### config.mk
export PLATFORM = sky130hd
export DESIGN_NAME = frt_capcmp
export DESIGN_NICKNAME = d
export VERILOG_FILES = /design/src/rtl/frt_pkg.sv /design/src/rtl/frt_counter.sv /design/src/rtl/frt_edge_det.sv /design/src/rtl/frt_channel.sv /design/src/rtl/frt_capcmp.sv
export SDC_FILE = /design/constraint.sdc
export NUM_CORES = 1
export LEC_CHECK = 0
export CAP_MARGIN = 20
export CORE_ASPECT_RATIO = 1.25
export CORE_MARGIN = 3
export CORE_UTILIZATION = 57
export DETAILED_ROUTE_END_ITERATION = 7
export PLACE_DENSITY = 0.88
export SYNTH_ARGS = -nofsm -noshare
export SYNTH_HDL_FRONTEND = slang
export SYNTH_SLANG_ARGS = --single-unit
### constraint.sdc
create_clock -name clk_i -period 3 [get_ports clk_i]
set_input_delay 0.45 -clock clk_i [delete_from_list [all_inputs] [get_ports clk_i]]
set_output_delay 0.45 -clock clk_i [all_outputs]
set_load 0.05 [all_outputs]
### src/rtl/frt_pkg.sv
package frt_pkg;
  typedef enum logic [1:0] {
    ADR_CTRL = 2'd0,
    ADR_CHA  = 2'd1,
    ADR_CHB  = 2'd2,
    ADR_CNT  = 2'd3
  } frt_addr_e;

  localparam int unsigned EDGE_RISE = 0;
  localparam int unsigned EDGE_FALL = 1;
  localparam int unsigned CTRL_W    = 5;
  localparam int unsigned OVF_BIT   = 5;

  typedef struct packed {
    logic       init;
    logic [1:0] edg;
    logic       capm;
    logic       run;
  } frt_ctrl_t;
endpackage

### src/rtl/frt_counter.sv
module frt_counter #(
  parameter int unsigned W = 16
) (
  input  logic         clk_i,
  input  logic         rst_ni,
  input  logic         run_i,
  input  logic         en_i,
  input  logic         ovf_clr_i,
  output logic [W-1:0] cnt_o,
  output logic [W-1:0] nxt_o,
  output logic         inc_o,
  output logic         ovf_o
);
  localparam logic [W-1:0] CNT_MAX = '1;

  assign inc_o = run_i & en_i;
  assign nxt_o = cnt_o + 1'b1;

  always_ff @(posedge clk_i or negedge rst_ni) begin
    if (!rst_ni)    cnt_o <= '0;
    else if (!run_i) cnt_o <= '0;
    else if (inc_o)  cnt_o <= nxt_o;
  end

  // set has priority over software clear
  always_ff @(posedge clk_i or negedge rst_ni) begin
    if (!rst_ni)                         ovf_o <= 1'b0;
    else if (inc_o && cnt_o == CNT_MAX)  ovf_o <= 1'b1;
    else if (ovf_clr_i)                  ovf_o <= 1'b0;
  end

  assert_count_step_R1: assert property (@(posedge clk_i) disable iff (!rst_ni)
    $past(run_i && en_i) |-> cnt_o == $past(cnt_o) + 1'b1);
  assert_count_hold_R1: assert property (@(posedge clk_i) disable iff (!rst_ni)
    $past(run_i && !en_i) |-> $stable(cnt_o));
  assert_stop_clears_R3: assert property (@(posedge clk_i) disable iff (!rst_ni)
    $past(!run_i) |-> cnt_o == '0);
  assert_wrap_flags_R2: assert property (@(posedge clk_i) disable iff (!rst_ni)
    $past(inc_o && cnt_o == CNT_MAX) |-> ovf_o && cnt_o == '0);
  assert_ovf_sticky_R2: assert property (@(posedge clk_i) disable iff (!rst_ni)
    $fell(ovf_o) |-> $past(ovf_clr_i));
endmodule

### src/rtl/frt_edge_det.sv
module frt_edge_det
  import frt_pkg::*;
(
  input  logic       clk_i,
  input  logic       rst_ni,
  input  logic       in_i,
  input  logic [1:0] sel_i,
  output logic       evt_o
);
  logic [2:0] sh_q;

  always_ff @(posedge clk_i or negedge rst_ni) begin
    if (!rst_ni) sh_q <= '0;
    else         sh_q <= {sh_q[1:0], in_i};
  end

  // sh_q[1] is the synchronized level, sh_q[2] its previous value
  assign evt_o = (sel_i[EDGE_RISE] &  sh_q[1] & ~sh_q[2])
               | (sel_i[EDGE_FALL] & ~sh_q[1] &  sh_q[2]);

  assert_no_edge_unselected_R7: assert property (@(posedge clk_i) disable iff (!rst_ni)
    (sel_i == 2'b00) |-> !evt_o);
endmodule

### src/rtl/frt_channel.sv
module frt_channel #(
  parameter int unsigned W      = 16,
  parameter bit          CAP_EN = 1'b0
) (
  input  logic         clk_i,
  input  logic         rst_ni,
  input  logic         wr_i,
  input  logic [W-1:0] wdata_i,
  input  logic         inc_i,
  input  logic [W-1:0] nxt_i,
  input  logic [W-1:0] cnt_i,
  input  logic         capm_i,
  input  logic         cap_evt_i,
  output logic [W-1:0] val_o,
  output logic         hit_o,
  output logic         irq_o
);
  logic cap, cmp_on;

  generate
    if (CAP_EN) begin : g_cap
      assign cap    = capm_i & cap_evt_i;
      assign cmp_on = ~capm_i;
    end else begin : g_cmp
      logic unused_cap;
      assign unused_cap = capm_i ^ cap_evt_i;
      assign cap    = 1'b0;
      assign cmp_on = 1'b1;
    end
  endgenerate

  assign hit_o = inc_i & cmp_on & (nxt_i == val_o);

  always_ff @(posedge clk_i or negedge rst_ni) begin
    if (!rst_ni)   val_o <= '0;
    else if (cap)  val_o <= cnt_i;
    else if (wr_i) val_o <= wdata_i;
  end

  always_ff @(posedge clk_i or negedge rst_ni) begin
    if (!rst_ni) irq_o <= 1'b0;
    else         irq_o <= hit_o | cap;
  end

  assert_match_value_R4: assert property (@(posedge clk_i) disable iff (!rst_ni)
    (irq_o && !$past(cap)) |-> cnt_i == $past(val_o));
  assert_capture_R7: assert property (@(posedge clk_i) disable iff (!rst_ni)
    $past(cap) |-> (irq_o && val_o == $past(cnt_i)));
  assert_no_cmp_in_capture_R5: assert property (@(posedge clk_i) disable iff (!rst_ni)
    (CAP_EN && capm_i) |-> !hit_o);
endmodule

### src/rtl/frt_capcmp.sv
module frt_capcmp
  import frt_pkg::*;
#(
  parameter int unsigned W = 16
) (
  input  logic         clk_i,
  input  logic         rst_ni,
  input  logic         wr_i,
  input  logic [1:0]   addr_i,
  input  logic [W-1:0] wdata_i,
  output logic [W-1:0] rdata_o,
  input  logic         cnt_en_i,
  input  logic         cap_i,
  output logic         irq_a_o,
  output logic         irq_b_o,
  output logic         tout_o,
  output logic         ovf_o
);
  frt_ctrl_t    ctrl_q;
  logic [W-1:0] cnt, nxt, val_a, val_b;
  logic         inc, hit_a, hit_b, cap_evt;
  logic         wr_ctrl, wr_a, wr_b;

  assign wr_ctrl = wr_i && addr_i == ADR_CTRL;
  assign wr_a    = wr_i && addr_i == ADR_CHA;
  assign wr_b    = wr_i && addr_i == ADR_CHB;

  always_ff @(posedge clk_i or negedge rst_ni) begin
    if (!rst_ni)      ctrl_q <= '0;
    else if (wr_ctrl) ctrl_q <= frt_ctrl_t'(wdata_i[CTRL_W-1:0]);
  end

  frt_counter #(.W(W)) i_cnt (
    .clk_i, .rst_ni,
    .run_i     (ctrl_q.run),
    .en_i      (cnt_en_i),
    .ovf_clr_i (wr_ctrl && !wdata_i[OVF_BIT]),
    .cnt_o     (cnt),
    .nxt_o     (nxt),
    .inc_o     (inc),
    .ovf_o     (ovf_o)
  );

  frt_edge_det i_edge (
    .clk_i, .rst_ni,
    .in_i  (cap_i),
    .sel_i (ctrl_q.edg),
    .evt_o (cap_evt)
  );

  frt_channel #(.W(W), .CAP_EN(1'b0)) i_cha (
    .clk_i, .rst_ni,
    .wr_i (wr_a), .wdata_i,
    .inc_i (inc), .nxt_i (nxt), .cnt_i (cnt),
    .capm_i (1'b0), .cap_evt_i (1'b0),
    .val_o (val_a), .hit_o (hit_a), .irq_o (irq_a_o)
  );

  frt_channel #(.W(W), .CAP_EN(1'b1)) i_chb (
    .clk_i, .rst_ni,
    .wr_i (wr_b), .wdata_i,
    .inc_i (inc), .nxt_i (nxt), .cnt_i (cnt),
    .capm_i (ctrl_q.capm), .cap_evt_i (cap_evt),
    .val_o (val_b), .hit_o (hit_b), .irq_o (irq_b_o)
  );

  // one inversion per clock even when both channels match
  always_ff @(posedge clk_i or negedge rst_ni) begin
    if (!rst_ni)             tout_o <= 1'b0;
    else if (!ctrl_q.run)    tout_o <= ctrl_q.init;
    else if (hit_a || hit_b) tout_o <= ~tout_o;
  end

  always_comb begin
    rdata_o = '0;
    unique case (addr_i)
      ADR_CTRL: rdata_o[OVF_BIT:0] = {ovf_o, ctrl_q};
      ADR_CHA:  rdata_o = val_a;
      ADR_CHB:  rdata_o = val_b;
      default:  rdata_o = cnt;
    endcase
  end

  assert_toggle_on_match_R6: assert property (@(posedge clk_i) disable iff (!rst_ni)
    $past(ctrl_q.run && (hit_a || hit_b)) |-> tout_o != $past(tout_o));
  assert_toggle_only_on_match_R6: assert property (@(posedge clk_i) disable iff (!rst_ni)
    $past(ctrl_q.run && !hit_a && !hit_b) |-> $stable(tout_o));
  assert_idle_level_R3: assert property (@(posedge clk_i) disable iff (!rst_ni)
    $past(!ctrl_q.run) |-> tout_o == $past(ctrl_q.init));
  assert_irq_a_needs_run_R4: assert property (@(posedge clk_i) disable iff (!rst_ni)
    irq_a_o |-> $past(ctrl_q.run && cnt_en_i));
endmodule

; Word level (Yosys, flattened, before mapping)
; Index checks and enable logic that the tools add are counted.
[word_totals]
input_bits = 23
regBits = 60
out_inout_bits = 20
[op_classes]
bitwise = 15
addsub = 1
mux = 10
n_reduce_logical = 10
eq_ne = 7
[ops]
columns = cell, count
row1 = 16-bit 2-to-1 mux, 4
row2 = 16-bit == test, 2
row3 = 10-bit case mux with 3 select lines, 1
row4 = 6-bit case mux with 3 select lines, 1
row5 = 16-bit by 1-bit adder with 16-bit output (second input constant), 1
row6 = 16-bit == test (second input constant), 1
row7 = 1-bit bitwise AND, 9
row8 = 1-bit logical AND, 5
row9 = 1-bit 2-to-1 mux, 4
row10 = 2-bit by 1-bit inequality test with 1-bit output (second input constant), 2
row11 = 1-bit inverter, 4
row12 = 2-bit nonzero test, 2
row13 = 2-bit by 1-bit == test with 1-bit output (second input constant), 1
row14 = 2-bit == test (second input constant), 1
row15 = 2-bit logical NOT, 1
row16 = 1-bit bitwise OR, 2
row17 = 1-bit logical NOT, 1
row18 = 1-bit logical OR, 1

; Logic depth before layout (Yosys ltp)
[depth]
ltp_word = 6
depth_mapped = 10

; Cells and area by module
; From an unflattened synthesis, not the netlist that was laid out.
[hier_totals]
hier_cells = 330
area_unflattened_um2 = 3609.7
[modules_own_cells]
columns = module, n_inst, cells_each, area_per_inst_um2
row1 = frt_counter, 1, 118, 1082.3
row2 = frt_channel at i_chb, 1, 97, 958.4
row3 = frt_channel at i_cha, 1, 57, 797.0
row4 = frt_capcmp, 1, 52, 676.9
row5 = frt_edge_det, 1, 6, 95.1

; Worst setup path before layout
; No wires, ideal clock.
[synth_path]
path_kind = reg2reg
start = register i_cnt.cnt_o[0]
end = register tout_o
path_stages_with_launch = 11
synth_period_minus_slack_ps = 2547
path_slack_ps = 453
setup_ps = 125
arrival_time_ps = 2422
cell_sequence = dfrtp_1 > ha_1 > and4_1 > buf_2 > a211o_1 > o221ai_1 > o2111ai_1 > nor4_1 > a41oi_2 > xnor2_1 > mux2_4
[synth_between]
elab_chain_len = 5
elab_cells_between_ends = 7
classes_between = add/sub (1) / eq/ne (3) / bitwise (2) / reduce/logical (1)
[synth_lines]
columns = item, line
row1 = from (decl), frt_counter.sv:9  ; output logic [W-1:0] cnt_o,
row2 = from (signal assigned), frt_counter.sv:22  ; else if (inc_o) cnt_o <= nxt_o;
row3 = 16-bit by 1-bit adder with 16-bit output (*), frt_counter.sv:17  ; assign nxt_o = cnt_o + 1'b1;
row4 = 16-bit == test, frt_channel.sv:32  ; assign hit_o = inc_i & cmp_on & (nxt_i == val_o);
row5 = 1-bit bitwise AND, frt_channel.sv:32
row6 = 1-bit logical OR (*), frt_capcmp.sv:71  ; else if (hit_a || hit_b) tout_o <= ~tout_o;
row7 = 2-bit by 1-bit inequality test with 1-bit output (no line) (*), n/a
row8 = to (signal assigned), frt_capcmp.sv:70  ; else if (!ctrl_q.run) tout_o <= ctrl_q.init;
row9 = to (signal assigned), frt_capcmp.sv:71
row10 = to (decl), frt_capcmp.sv:16  ; output logic tout_o,
; Every way passes the cells marked *; elsewhere a longest branch is shown, timed or not.
; A chain may end at the register's enable or synchronous reset.

; Final worst setup path
[layout_path]
start = register i_cnt.cnt_o[3]
end = register tout_o
[layout_between]
elab_chain_len = 5
elab_cells_between_ends = 7
classes_between = add/sub (1) / eq/ne (3) / bitwise (2) / reduce/logical (1)
[layout_lines]
columns = item, line
row1 = 16-bit by 1-bit adder with 16-bit output, frt_counter.sv:17
row2 = 16-bit == test, frt_channel.sv:32
row3 = 1-bit bitwise AND, frt_channel.sv:32
row4 = via hit_a, frt_capcmp.sv:21  ; logic inc, hit_a, hit_b, cap_evt;
row5 = 1-bit logical OR, frt_capcmp.sv:71
row6 = 2-bit by 1-bit inequality test with 1-bit output (no line), n/a
; The timed path passes the listed nets, and every way through them passes these cells.

==> results.py <==
metrics = {
    "sta": {
        "worst_pin_slew_ns": 0.966,
        "hold_viol_final": 0,
        "slew_headroom": 0.355,
        "skew_ns": 0.00662,
        "fin_setup_tns_ns": 0,
        "fmax_mhz": 351,
        "fin_crit_sh": 0.949,
        "min_period_ns": 2.85,
        "setup_viol": 0,
        "rsz0062_at_grt": "no",
        "drv_slew": 0,
    },
    "layout": {
        "post-route-util": 0.725,
        "fin_nets": 450,
        "final_layout_size_suffix_gt1_frac": 0.241,
        "diodes": 0,
        "instances_no_fill": 518,
        "post-route-cell-area_sq_mm": 0.00485,
        "area_growth_pct": 21.8,
    },
    "floorplanning": {
        "rows": 33,
        "io_pins": 43,
        "die_width_microns": 80.7,
        "initial_core_util": 0.595,
        "core_area_sq_mm": 0.00669,
        "die_h_microns": 99.4,
        "die_area_sq_mm": 0.00803,
    },
    "critical_path": {
        "arrival_ns": 3.08,
        "cp-start-kind": "flop",
        "endpoint_kind": "flop",
        "critPathKind": "reg2reg",
        "worstPathRequired_ns": 3.24,
        "cp_max_fo": 10,
    },
    "detailed_routing": {
        "vias": 3187,
        "drt_wl_total_mm": 9.89,
        "firstDrtPassIters": 4,
        "post_drt_wl_per_cell_microns": 19.1,
        "first_iter_violations": 294,
        "viasPerCell": 6.15,
        "ant_nets": 0,
        "drcViolationCount": 0,
    },
    "pwr": {
        "power.total_uw": 2950,
        "p_int_uw": 1920,
        "power_frac_comb": 0.362,
        "pwr-share-seq": 0.386,
        "clkPwrFrac": 0.252,
        "switchingPower_uw": 1030,
        "power_leakage_uw": 0.00210,
        "sw_frac_of_total": 0.350,
        "irDropWorstVdd_uv": 364,
        "p_per_area_mw_per_mm2": 609,
    },
    "logic_synthesis": {
        "ys_async_sr_fraction": 1.00,
        "yosysUniqueCellTypes": 53,
        "ys_seq_elements": 60,
        "synth_seq_area_share": 0.377,
        "ys_warn_count": 0,
        "post-synth-top-area-cell": "dfrtp_1",
        "synth_top_area_frac": 0.377,
        "synth_area_sq_mm": 0.00398,
        "yosysMostFrequentCell": "dfrtp_1",
        "synth_common_cells": "dfrtp_1, xnor2_1, mux2_2, nand2_1",
        "synthCells": 383,
        "synth_nets": 407,
        "syn_avg_cell_area_sq_um": 10.4,
        "ys.flop_type": "dfrtp_1",
        "synth-edff-count": 0,
        "synth.area.top_cells": "dfrtp_1, mux2_2, xnor2_1",
    },
    "global_route": {
        "grt_overflow": 0,
        "grtUsageTotal": 0.270,
        "grt_pass1_vias": 3357,
        "grt_max_degree": 35,
        "antenna_found_initial": 0,
        "grt_pass1_wl_mm": 16.7,
    },
    "placement": {
        "placedCellCount": 501,
        "place_congestion": 0.950,
        "place_hpwl_mm": 6.78,
        "io_buffers": 42,
        "dpl_cell_area_sq_mm": 0.00461,
    },
    "clocking": {
        "cts_max_path_buffers": 2,
        "cts_tree": "yes",
        "cts_setup_buffers": 0,
        "numCtsBuffers": 9,
        "clock_latency_ns": 0.35,
        "cts_root_buffer": "clkbuf_8",
        "h-tree-depth": 3,
        "clk_pin_slew_ns": 0.07,
        "cts.sinks": 60,
    },
    "min_path": {
        "holdCritPathClass": "in2async",
    },
    "status": {
        "outcome": "finished, final reports clean",
    },
    "flow_run": {
        "maxCapViolCount": 0,
    },
}
==> routing by layer <==
metal / up-vias / track usage / wire, microns
met5: - / 0 / 0
met4: 0 / 0.144 / 360
met3: 33 / 0.0525 / 667
met2: 148 / 0.427 / 4970
met1: 1557 / 0.347 / 3890
li1: 1449 / - / -
==> critical path: stages (launching register included) <==
cell and delay, ns:
dfrtp_1 0.55, nand4_1 0.33, nor4_4 0.44, o2bb2ai_1 0.14, or4b_1 0.55, nor4_2 0.24, a41oi_2 0.07, xnor2_1 0.16
mux2_4 0.26
==> power by group through the flow <==
stage	Sequential, uW	Clock [uW]	Combinational (uW)
final	1140	744	1070
after global routing	1160	795	1140
after CTS	1140	751	1050
after detailed placement	1150	0	1050
after global placement	1130	0	1020
after floorplan	1120	0	712
==> flip-flops by register name (all words and copies together) (netlist names) <==
register and count:
i_cha.val_o 16, i_chb.val_o 16, i_cnt.cnt_o 16, ctrl_q 5
i_edge.sh_q 3, i_cha.irq_o 1, i_chb.irq_o 1, i_cnt.ovf_o 1
tout_o 1
==> final cells by class <==
type	count	area (sq um)
tap	87	109
fill	468	1840
clock inverter	4	47.5
clock buffer	12	155
timing repair buffer	65	706
inverter	5	18.8
sequential	60	1500
multi-input combinational	285	2310
==> layout by cell type (no fill, tap or decap), drive strengths merged, types with 6 or more instances in the layout <==
cell and n:
xnor3 6, clkbuf 12, a21oi 20, a22o 11
nand4 11, nand3b 6, xnor2 36, nor4 7
clkdlybuf4s50 25, nor2 21, nand2 25, buf 40
mux4 6, nand3 12, mux2i 18, and2 14
xor2 12, nor2b 9, dfrtp 60, mux2 33
==> repair_timing <==
| action | in CTS | in global routing |
|---|---|---|
| resized for setup | 0 | 1 |
| endpoints found under the setup margin | 0 | 1 |
| hold buffers | 0 | 0 |
==> worst paths after layout <==
kind | cells past startpoint | slack [ns] | endpoint | startpoint
max | 8 | 0.15 | tout_o | i_cnt.cnt_o[3]
min | 1 | 0.12 | tout_o | rst_ni
max reg2reg | 8 | 0.15 | tout_o | i_cnt.cnt_o[3]
min reg2reg | 0 | 0.35 | i_edge.sh_q[1] | i_edge.sh_q[0]
max in group asynchronous | 2 | 2.26 | i_chb.val_o[9] | rst_ni
min in group clk_i | 0 | 0.35 | i_edge.sh_q[1] | i_edge.sh_q[0]
==> metrics by stage <==
step	hold slack, ns	worst slack, ns
3_3_place_gp	0.341	0.290
2_1_floorplan	0.154	0.453
3_5_place_dp	0.340	0.220
4_1_cts	0.145	0.191
6_report	0.125	0.153
5_1_grt	0.182	0.0105
==> logic make-up (layout without fill, tap and decap cells) <==
logic type | count (synthesis) | count (layout) | share of synthesized area
adders and majority gates | 1 | 1 | 0.00314
xor gates and xnor gates | 54 | 54 | 0.140
buffers and inverters | 38 | 86 | 0.0434
DFF | 60 | 60 | 0.377
AOI/OAI and AO/OA | 50 | 50 | 0.0855
and+or+nand+nor | 123 | 123 | 0.178
muxes | 57 | 57 | 0.174
No activity file was read; power rests on OpenSTA's default activity.
